`config.mk`:
```
export PLATFORM = sky130hd
export DESIGN_NAME = pwm_quad_timer
export DESIGN_NICKNAME = d
export VERILOG_FILES = /design/src/rtl/pwm_qt_pkg.sv /design/src/rtl/pwm_qt_regs.sv /design/src/rtl/pwm_qt_timebase.sv /design/src/rtl/pwm_qt_channel.sv /design/src/rtl/pwm_quad_timer.sv
export SDC_FILE = /design/constraint.sdc
export NUM_CORES = 1
export LEC_CHECK = 0
export BUFFER_PORTS_ARGS = -buffer_cell sky130_fd_sc_hd__buf_2
export CAP_MARGIN = 40
export CORE_UTILIZATION = 45
export CTS_CLUSTER_DIAMETER = 200
export DETAILED_ROUTE_END_ITERATION = 10
export PLACE_DENSITY_LB_ADDON = 0.08
export SLEW_MARGIN = 40
export SYNTH_ARGS = -nofsm -noshare
export SYNTH_HDL_FRONTEND = slang
export SYNTH_SLANG_ARGS = --single-unit
```
`constraint.sdc`:
```
create_clock -name clk -period 3.06 [get_ports clk]
set_input_delay 0.153 -clock clk [delete_from_list [all_inputs] [get_ports clk]]
set_output_delay 0.153 -clock clk [all_outputs]
set_load 0.05 [all_outputs]
```
`src/rtl/pwm_qt_pkg.sv`:
```
package pwm_qt_pkg;
  // Word addresses of the write port.
  localparam int CTRL_ADDR  = 0;
  localparam int UPD_ADDR   = 1;
  localparam int PSC_ADDR   = 2;
  localparam int ARR_ADDR   = 3;
  localparam int CCR_BASE   = 4;
  localparam int CHCFG_ADDR = 8;

  // Control word bit positions.
  localparam int RUN_BIT  = 0;
  localparam int ARPE_BIT = 1;
  localparam int MOE_BIT  = 2;

  // Per-channel configuration nibble.
  localparam int CH_CFG_W = 4;

  typedef struct packed {
    logic comp_pol;
    logic comp_en;
    logic pol;
    logic en;
  } chan_cfg_t;
endpackage

```
`src/rtl/pwm_qt_regs.sv`:
```
module pwm_qt_regs
  import pwm_qt_pkg::*;
#(
  parameter int NUM_CH = 4,
  parameter int CNT_W  = 32,
  parameter int PSC_W  = 16,
  parameter int ADDR_W = 4,
  parameter int DATA_W = 32
) (
  input  logic                       clk,
  input  logic                       rst_n,
  input  logic                       we,
  input  logic [ADDR_W-1:0]          addr,
  input  logic [DATA_W-1:0]          wdata,
  output logic                       run_o,
  output logic                       arpe_o,
  output logic                       moe_o,
  output logic                       ug_o,
  output logic [PSC_W-1:0]           psc_pre_o,
  output logic [CNT_W-1:0]           arr_pre_o,
  output logic                       arr_direct_we_o,
  output logic [NUM_CH*CNT_W-1:0]    ccr_pre_o,
  output logic [NUM_CH*CH_CFG_W-1:0] chcfg_o
);
  localparam int CFG_BITS = NUM_CH * CH_CFG_W;

  logic wr_arr;
  assign wr_arr          = we && (addr == ADDR_W'(ARR_ADDR));
  assign ug_o            = we && (addr == ADDR_W'(UPD_ADDR));
  assign arr_direct_we_o = wr_arr && !arpe_o;

  always_ff @(posedge clk) begin
    if (!rst_n) begin
      run_o     <= 1'b0;
      arpe_o    <= 1'b0;
      moe_o     <= 1'b0;
      psc_pre_o <= '0;
      arr_pre_o <= '0;
      chcfg_o   <= '0;
    end else if (we) begin
      if (addr == ADDR_W'(CTRL_ADDR)) begin
        run_o  <= wdata[RUN_BIT];
        arpe_o <= wdata[ARPE_BIT];
        moe_o  <= wdata[MOE_BIT];
      end
      if (addr == ADDR_W'(PSC_ADDR))   psc_pre_o <= wdata[PSC_W-1:0];
      if (wr_arr)                      arr_pre_o <= wdata[CNT_W-1:0];
      if (addr == ADDR_W'(CHCFG_ADDR)) chcfg_o   <= wdata[CFG_BITS-1:0];
    end
  end

  for (genvar i = 0; i < NUM_CH; i++) begin : g_ccr
    always_ff @(posedge clk) begin
      if (!rst_n)
        ccr_pre_o[i*CNT_W +: CNT_W] <= '0;
      else if (we && addr == ADDR_W'(CCR_BASE + i))
        ccr_pre_o[i*CNT_W +: CNT_W] <= wdata[CNT_W-1:0];
    end
  end
endmodule

```
`src/rtl/pwm_qt_timebase.sv`:
```
module pwm_qt_timebase #(
  parameter int CNT_W = 32,
  parameter int PSC_W = 16
) (
  input  logic             clk,
  input  logic             rst_n,
  input  logic             run,
  input  logic             ug,
  input  logic [PSC_W-1:0] psc_pre,
  input  logic [CNT_W-1:0] arr_pre,
  input  logic             arr_direct_we,
  input  logic [CNT_W-1:0] arr_direct_val,
  output logic [CNT_W-1:0] cnt_o,
  output logic [PSC_W-1:0] psc_act_o,
  output logic [CNT_W-1:0] arr_act_o,
  output logic             load_o,
  output logic             upd_o
);
  logic [PSC_W-1:0] psc_cnt;
  logic             tick;
  logic             wrap;

  assign tick   = psc_cnt >= psc_act_o;
  // Compare with >= so that a reload lowered on the fly still wraps.
  assign wrap   = run && tick && (cnt_o >= arr_act_o);
  assign load_o = ug || wrap;

  always_ff @(posedge clk) begin
    if (!rst_n) begin
      psc_cnt <= '0;
      cnt_o   <= '0;
      upd_o   <= 1'b0;
    end else begin
      upd_o <= load_o;
      if (ug) begin
        psc_cnt <= '0;
        cnt_o   <= '0;
      end else if (run) begin
        if (tick) begin
          psc_cnt <= '0;
          cnt_o   <= wrap ? '0 : cnt_o + 1'b1;
        end else begin
          psc_cnt <= psc_cnt + 1'b1;
        end
      end
    end
  end

  always_ff @(posedge clk) begin
    if (!rst_n) begin
      psc_act_o <= '0;
      arr_act_o <= '0;
    end else begin
      if (load_o) psc_act_o <= psc_pre;
      if (arr_direct_we)
        arr_act_o <= arr_direct_val;
      else if (load_o)
        arr_act_o <= arr_pre;
    end
  end
endmodule

```
`src/rtl/pwm_qt_channel.sv`:
```
module pwm_qt_channel
  import pwm_qt_pkg::*;
#(
  parameter int CNT_W = 32
) (
  input  logic                clk,
  input  logic                rst_n,
  input  logic                load,
  input  logic [CNT_W-1:0]    ccr_pre,
  input  logic [CNT_W-1:0]    cnt,
  input  logic                moe,
  input  logic [CH_CFG_W-1:0] cfg,
  output logic [CNT_W-1:0]    ccr_act_o,
  output logic                pwm_o,
  output logic                pwm_n_o
);
  chan_cfg_t cfg_s;
  logic      raw;

  assign cfg_s = chan_cfg_t'(cfg);

  always_ff @(posedge clk) begin
    if (!rst_n)    ccr_act_o <= '0;
    else if (load) ccr_act_o <= ccr_pre;
  end

  // Active while the counter is below the compare value.
  assign raw     = cnt < ccr_act_o;
  assign pwm_o   = (moe && cfg_s.en)      ? (raw ^ cfg_s.pol)       : cfg_s.pol;
  assign pwm_n_o = (moe && cfg_s.comp_en) ? (~raw ^ cfg_s.comp_pol) : cfg_s.comp_pol;
endmodule

```
`src/rtl/pwm_quad_timer.sv`:
```
module pwm_quad_timer
  import pwm_qt_pkg::*;
#(
  parameter int NUM_CH = 4,
  parameter int CNT_W  = 32,
  parameter int PSC_W  = 16,
  parameter int ADDR_W = 4,
  parameter int DATA_W = 32
) (
  input  logic              clk,
  input  logic              rst_n,
  input  logic              cfg_we,
  input  logic [ADDR_W-1:0] cfg_addr,
  input  logic [DATA_W-1:0] cfg_wdata,
  output logic [NUM_CH-1:0] pwm_o,
  output logic [NUM_CH-1:0] pwm_n_o,
  output logic              upd_o
);
  localparam int CCR_BITS = NUM_CH * CNT_W;
  localparam int CFG_BITS = NUM_CH * CH_CFG_W;

  logic                run, arpe, moe, ug, arr_direct_we, load;
  logic [PSC_W-1:0]    psc_pre, psc_act;
  logic [CNT_W-1:0]    arr_pre, arr_act, cnt;
  logic [CCR_BITS-1:0] ccr_pre, ccr_act;
  logic [CFG_BITS-1:0] chcfg;

  pwm_qt_regs #(
    .NUM_CH(NUM_CH), .CNT_W(CNT_W), .PSC_W(PSC_W), .ADDR_W(ADDR_W), .DATA_W(DATA_W)
  ) u_regs (
    .clk(clk), .rst_n(rst_n), .we(cfg_we), .addr(cfg_addr), .wdata(cfg_wdata),
    .run_o(run), .arpe_o(arpe), .moe_o(moe), .ug_o(ug),
    .psc_pre_o(psc_pre), .arr_pre_o(arr_pre), .arr_direct_we_o(arr_direct_we),
    .ccr_pre_o(ccr_pre), .chcfg_o(chcfg)
  );

  pwm_qt_timebase #(.CNT_W(CNT_W), .PSC_W(PSC_W)) u_tb (
    .clk(clk), .rst_n(rst_n), .run(run), .ug(ug),
    .psc_pre(psc_pre), .arr_pre(arr_pre),
    .arr_direct_we(arr_direct_we), .arr_direct_val(cfg_wdata[CNT_W-1:0]),
    .cnt_o(cnt), .psc_act_o(psc_act), .arr_act_o(arr_act),
    .load_o(load), .upd_o(upd_o)
  );

  for (genvar i = 0; i < NUM_CH; i++) begin : g_ch
    pwm_qt_channel #(.CNT_W(CNT_W)) u_ch (
      .clk(clk), .rst_n(rst_n), .load(load),
      .ccr_pre(ccr_pre[i*CNT_W +: CNT_W]), .cnt(cnt), .moe(moe),
      .cfg(chcfg[i*CH_CFG_W +: CH_CFG_W]),
      .ccr_act_o(ccr_act[i*CNT_W +: CNT_W]),
      .pwm_o(pwm_o[i]), .pwm_n_o(pwm_n_o[i])
    );
  end
endmodule

```
==> results.sh <==
export IMPL_crit_slowest_cell="or4_4"
export IMPL_yosys_top_cells_area="dfxtp_1, ha_1, a21oi_1"
export IMPL_cts_tree="done"
export IMPL_power_leakage_nw=8.71
export IMPL_postRouteAntennaNets=0
export IMPL_dp_hpwl_microns=42000
export IMPL_ys_warn_count=0
export IMPL_report_final_setup_viol=6
export IMPL_synth_cell_type_count=54
export IMPL_cp_required_ns=2.91
export IMPL_worst_slew_pin_slew_ns=0.826
export IMPL_track_usage_pct=28.3
export IMPL_outcome="finished, violations left"
export IMPL_crit_top_cell="buf_4"
export IMPL_cts_buffer_depth=3
export IMPL_n_fill_cell=4245
export IMPL_final_hold_viol_count=0
export IMPL_drt_vias_per_instance=5.68
export IMPL_path_clk_slew_ns=0.06
export IMPL_wl_microns=66300
export IMPL_cp_start_kind="flip-flop"
export IMPL_peakVddDrop_uv=506
export IMPL_numCtsBuffers=46
export IMPL_fin_area_sq_um=24200
export IMPL_synth_edff_count=0
export IMPL_firstDrtPassIters=5
export IMPL_initial_core_util_pct=45.9
export IMPL_maxSlewHeadroom_pct=44.8
export IMPL_maxCapViolations=0
export IMPL_holdWs_ns=0.0156
export IMPL_synth_area_per_cell_sq_um=7.76
export IMPL_h_tree_depth=2
export IMPL_synth_seq_cells=420
export IMPL_crit_fanout=3
export IMPL_ys_flop_type="dfxtp_1"
export IMPL_io_pins=48
export IMPL_overflow=0
export IMPL_syn_nets=2839
export IMPL_finalMaxSlewViolations=0
export IMPL_gp_congestion=0.885
export IMPL_rsz0062_at_grt="yes"
export IMPL_yosys_area_top_type_share_pct=41.3
export IMPL_period_share_pct=106
export IMPL_finalClockSkew_ns=0.0275
export IMPL_path_class="reg -> out"
export IMPL_power_mw=12.0
export IMPL_die_w_microns=215
export IMPL_crit_family="simple AND/OR/NAND/NOR gates"
export IMPL_drt_iter0_markers=1329
export IMPL_p_per_area_nw_per_um2=498
export IMPL_crit_chain="buf_4 > ha_4 > and3_4 > nand3_2 > or4_4 > a31oi_4 > o31ai_4 > and4_1 > xor2_1 > buf_4"
export IMPL_synth_area_sq_um=20400
export IMPL_endpoint_kind="primary output"
export IMPL_grt_pass1_wl_microns=103000
export IMPL_place_area_sq_um=21400
export IMPL_port_buffers=47
export IMPL_arrival_ns=3.09
export IMPL_synthArstFlopShare_pct=0
export IMPL_violations="setup timing"
export IMPL_hold_path_class="in -> reg"
export IMPL_chipHeight_microns=215
export IMPL_layout_min_cycle_time_ns=3.24
export IMPL_setup_slack_ns=-0.181
export IMPL_synthCells=2626
export IMPL_crit_path_max_incr_delay_ns=0.53
export IMPL_rows=77
export IMPL_vias=18600
export IMPL_antenna_found_initial=1
export IMPL_area_growth_pct=18.8
export IMPL_grt_max_degree=117
export IMPL_dpl_worst_slack_ns=-0.457
export IMPL_synth_top_area_cell="dfxtp_1"
export IMPL_cts_sinks=420
export IMPL_wl_per_cell_microns=20.2
export IMPL_cts_root_buf="clkbuf_16"
export IMPL_drive_above_1_share_pct=12.8
export IMPL_fmax_mhz=309
export IMPL_layout_nets=2866
export IMPL_path_buf_inv=2
export IMPL_die_area_sq_um=46100
export IMPL_timing_setup_tns_ns=-0.762
export IMPL_clkLatencyLatePin_ns=0.60
export IMPL_grt_pass1_vias=17800
export IMPL_coreArea_sq_um=44400
export IMPL_drc_errors=0
export IMPL_yosysSeqAreaShare_pct=41.3
layout by cell type, fill, tap and decap left out, types with 11 or more instances in the layout:
cell type        n
inv_1          173
dfxtp_2         17
nor2_1          64
o21a_1          13
nand2b_1        11
dfxtp_4         13
ha_4            19
a31oi_1         33
nand2_1        446
clkbuf_16       47
ha_1           152
dfxtp_1        390
nand4_1         39
a21oi_2         12
clkbuf_8        12
nor3_1          11
buf_2           39
and3_1          19
xor2_1          42
dlygate4sd3_1   30
buf_4           85
nand3_1        176
buf_12          19
o21ai_0        226
a21oi_1        421
cell type report:
| class | instances | area [sq um] | share of cell area [%] |
|---|---|---|---|
| antenna | 1 | 2.50 | 0.0103 |
| clock buffer | 64 | 1340 | 5.53 |
| clock inverter | 18 | 287 | 1.18 |
| inverter | 179 | 679 | 2.81 |
| multi-input combinational | 1826 | 11100 | 45.7 |
| sequential | 420 | 8480 | 35.0 |
| tap | 592 | 741 | 3.06 |
| timing repair buffer | 180 | 1610 | 6.64 |
power breakdown:
group	internal, mW	switching [mW]
Combinational	0.152	0.380
Sequential	5.50	0.0218
Clock	3.64	2.35
kinds of logic (layout without fill, tap and decap cells):
group | count (synthesis) | in the layout | synth area share [%]
flops | 420 | 420 | 41.3
buf+inv | 380 | 441 | 7.48
simple gates | 827 | 827 | 18.2
fa+ha+maj | 174 | 174 | 10.7
compound gates | 774 | 774 | 20.2
other cells | 0 | 1 | 0
xor+xnor | 51 | 51 | 2.19
per-stage QoR:
step	cells	utilization, %
3_5_place_dp	3152	48.2
6_report	3280	54.5
3_3_place_gp	3152	48.2
2_1_floorplan	2626	-
5_1_grt	3280	54.5
4_1_cts	3271	53.9
path summary, 6_finish.rpt:
path	depth (start not counted)	slack, ns	endpoint	from
setup / recovery	10	-0.18	pwm_o[3]	u_tb.cnt_o[12]$_SDFFE_PP0P_
hold / removal	3	0.02	u_regs.psc_pre_o[3]$_SDFFE_PN0P_	cfg_wdata[3]
setup reg to reg	11	0.21	u_tb.arr_act_o[27]$_SDFFE_PN0P_	u_tb.cnt_o[19]$_SDFFE_PP0P_
hold reg to reg	2	0.45	u_regs.ccr_pre_o[53]$_SDFFE_PN0P_	u_regs.ccr_pre_o[53]$_SDFFE_PN0P_
layer usage:
metal / part of all wire, % / global-route usage (%) / vias up
met1: 46 / 38.5 / 8980
met5: 0 / 0 / -
met2: 47 / 47.4 / 512
li1: - / - / 9045
met4: 2.3 / 8.12 / 0
met3: 4.8 / 2.92 / 95
state kept, by name (all words and copies together) (netlist names):
signal and count:
g_ch.u_ch.ccr_act_o 128, u_regs.arpe_o 1, u_regs.arr_pre_o 32, u_regs.ccr_pre_o 128, u_regs.chcfg_o 16, u_regs.moe_o 1, u_regs.psc_pre_o 16, u_regs.run_o 1
u_tb.arr_act_o 32, u_tb.cnt_o 32, u_tb.psc_act_o 16, u_tb.psc_cnt 16, u_tb.upd_o 1
cell usage after synthesis, types with 2 or more instances:
| library cell | count |
|---|---|
| nand2_1 | 447 |
| a21oi_1 | 434 |
| dfxtp_1 | 420 |
| o21ai_0 | 230 |
| nand3_1 | 180 |
| inv_1 | 178 |
| ha_1 | 174 |
| clkbuf_1 | 167 |
| nor2_1 | 66 |
| xor2_1 | 42 |
| nand4_1 | 39 |
| a31oi_1 | 34 |
| buf_4 | 23 |
| and3_1 | 21 |
| nor3_1 | 15 |
| o21a_1 | 13 |
| nand2b_1 | 11 |
| a21o_1 | 10 |
| and4_1 | 10 |
| o211ai_1 | 10 |
| buf_2 | 9 |
| xnor2_1 | 9 |
| a211oi_1 | 8 |
| o21ai_1 | 8 |
| a2111oi_0 | 6 |
| and2_1 | 6 |
| nor2b_1 | 6 |
| nand3b_1 | 5 |
| nor4_1 | 5 |
| or3_1 | 4 |
| a211o_1 | 3 |
| o2111ai_1 | 3 |
| o31ai_1 | 3 |
| a221oi_1 | 2 |
| and3b_1 | 2 |
| buf_1 | 2 |
| nor3b_1 | 2 |
| o22ai_1 | 2 |
| or2_2 | 2 |
worst reg2reg max path: stages (launching register included):
cell and delay, ns:
dfxtp_1 0.31, buf_4 0.18, ha_1 0.33, a211oi_2 0.33, o211ai_1 0.14, a211o_1 0.28
a22o_1 0.28, o21ai_4 0.23, buf_12 0.15, buf_12 0.23, a31oi_1 0.17, a21oi_1 0.16
repair_timing:
item	4_1_cts	5_1_grt
endpoints found under the hold margin	187	0
cloned	0	1
resized for setup	118	32
hold buffers	30	0
pin swaps	34	21
setup endpoints to repair	8	89
buffers inserted	9	7
Note: power is estimated with default switching activity, not from simulation.
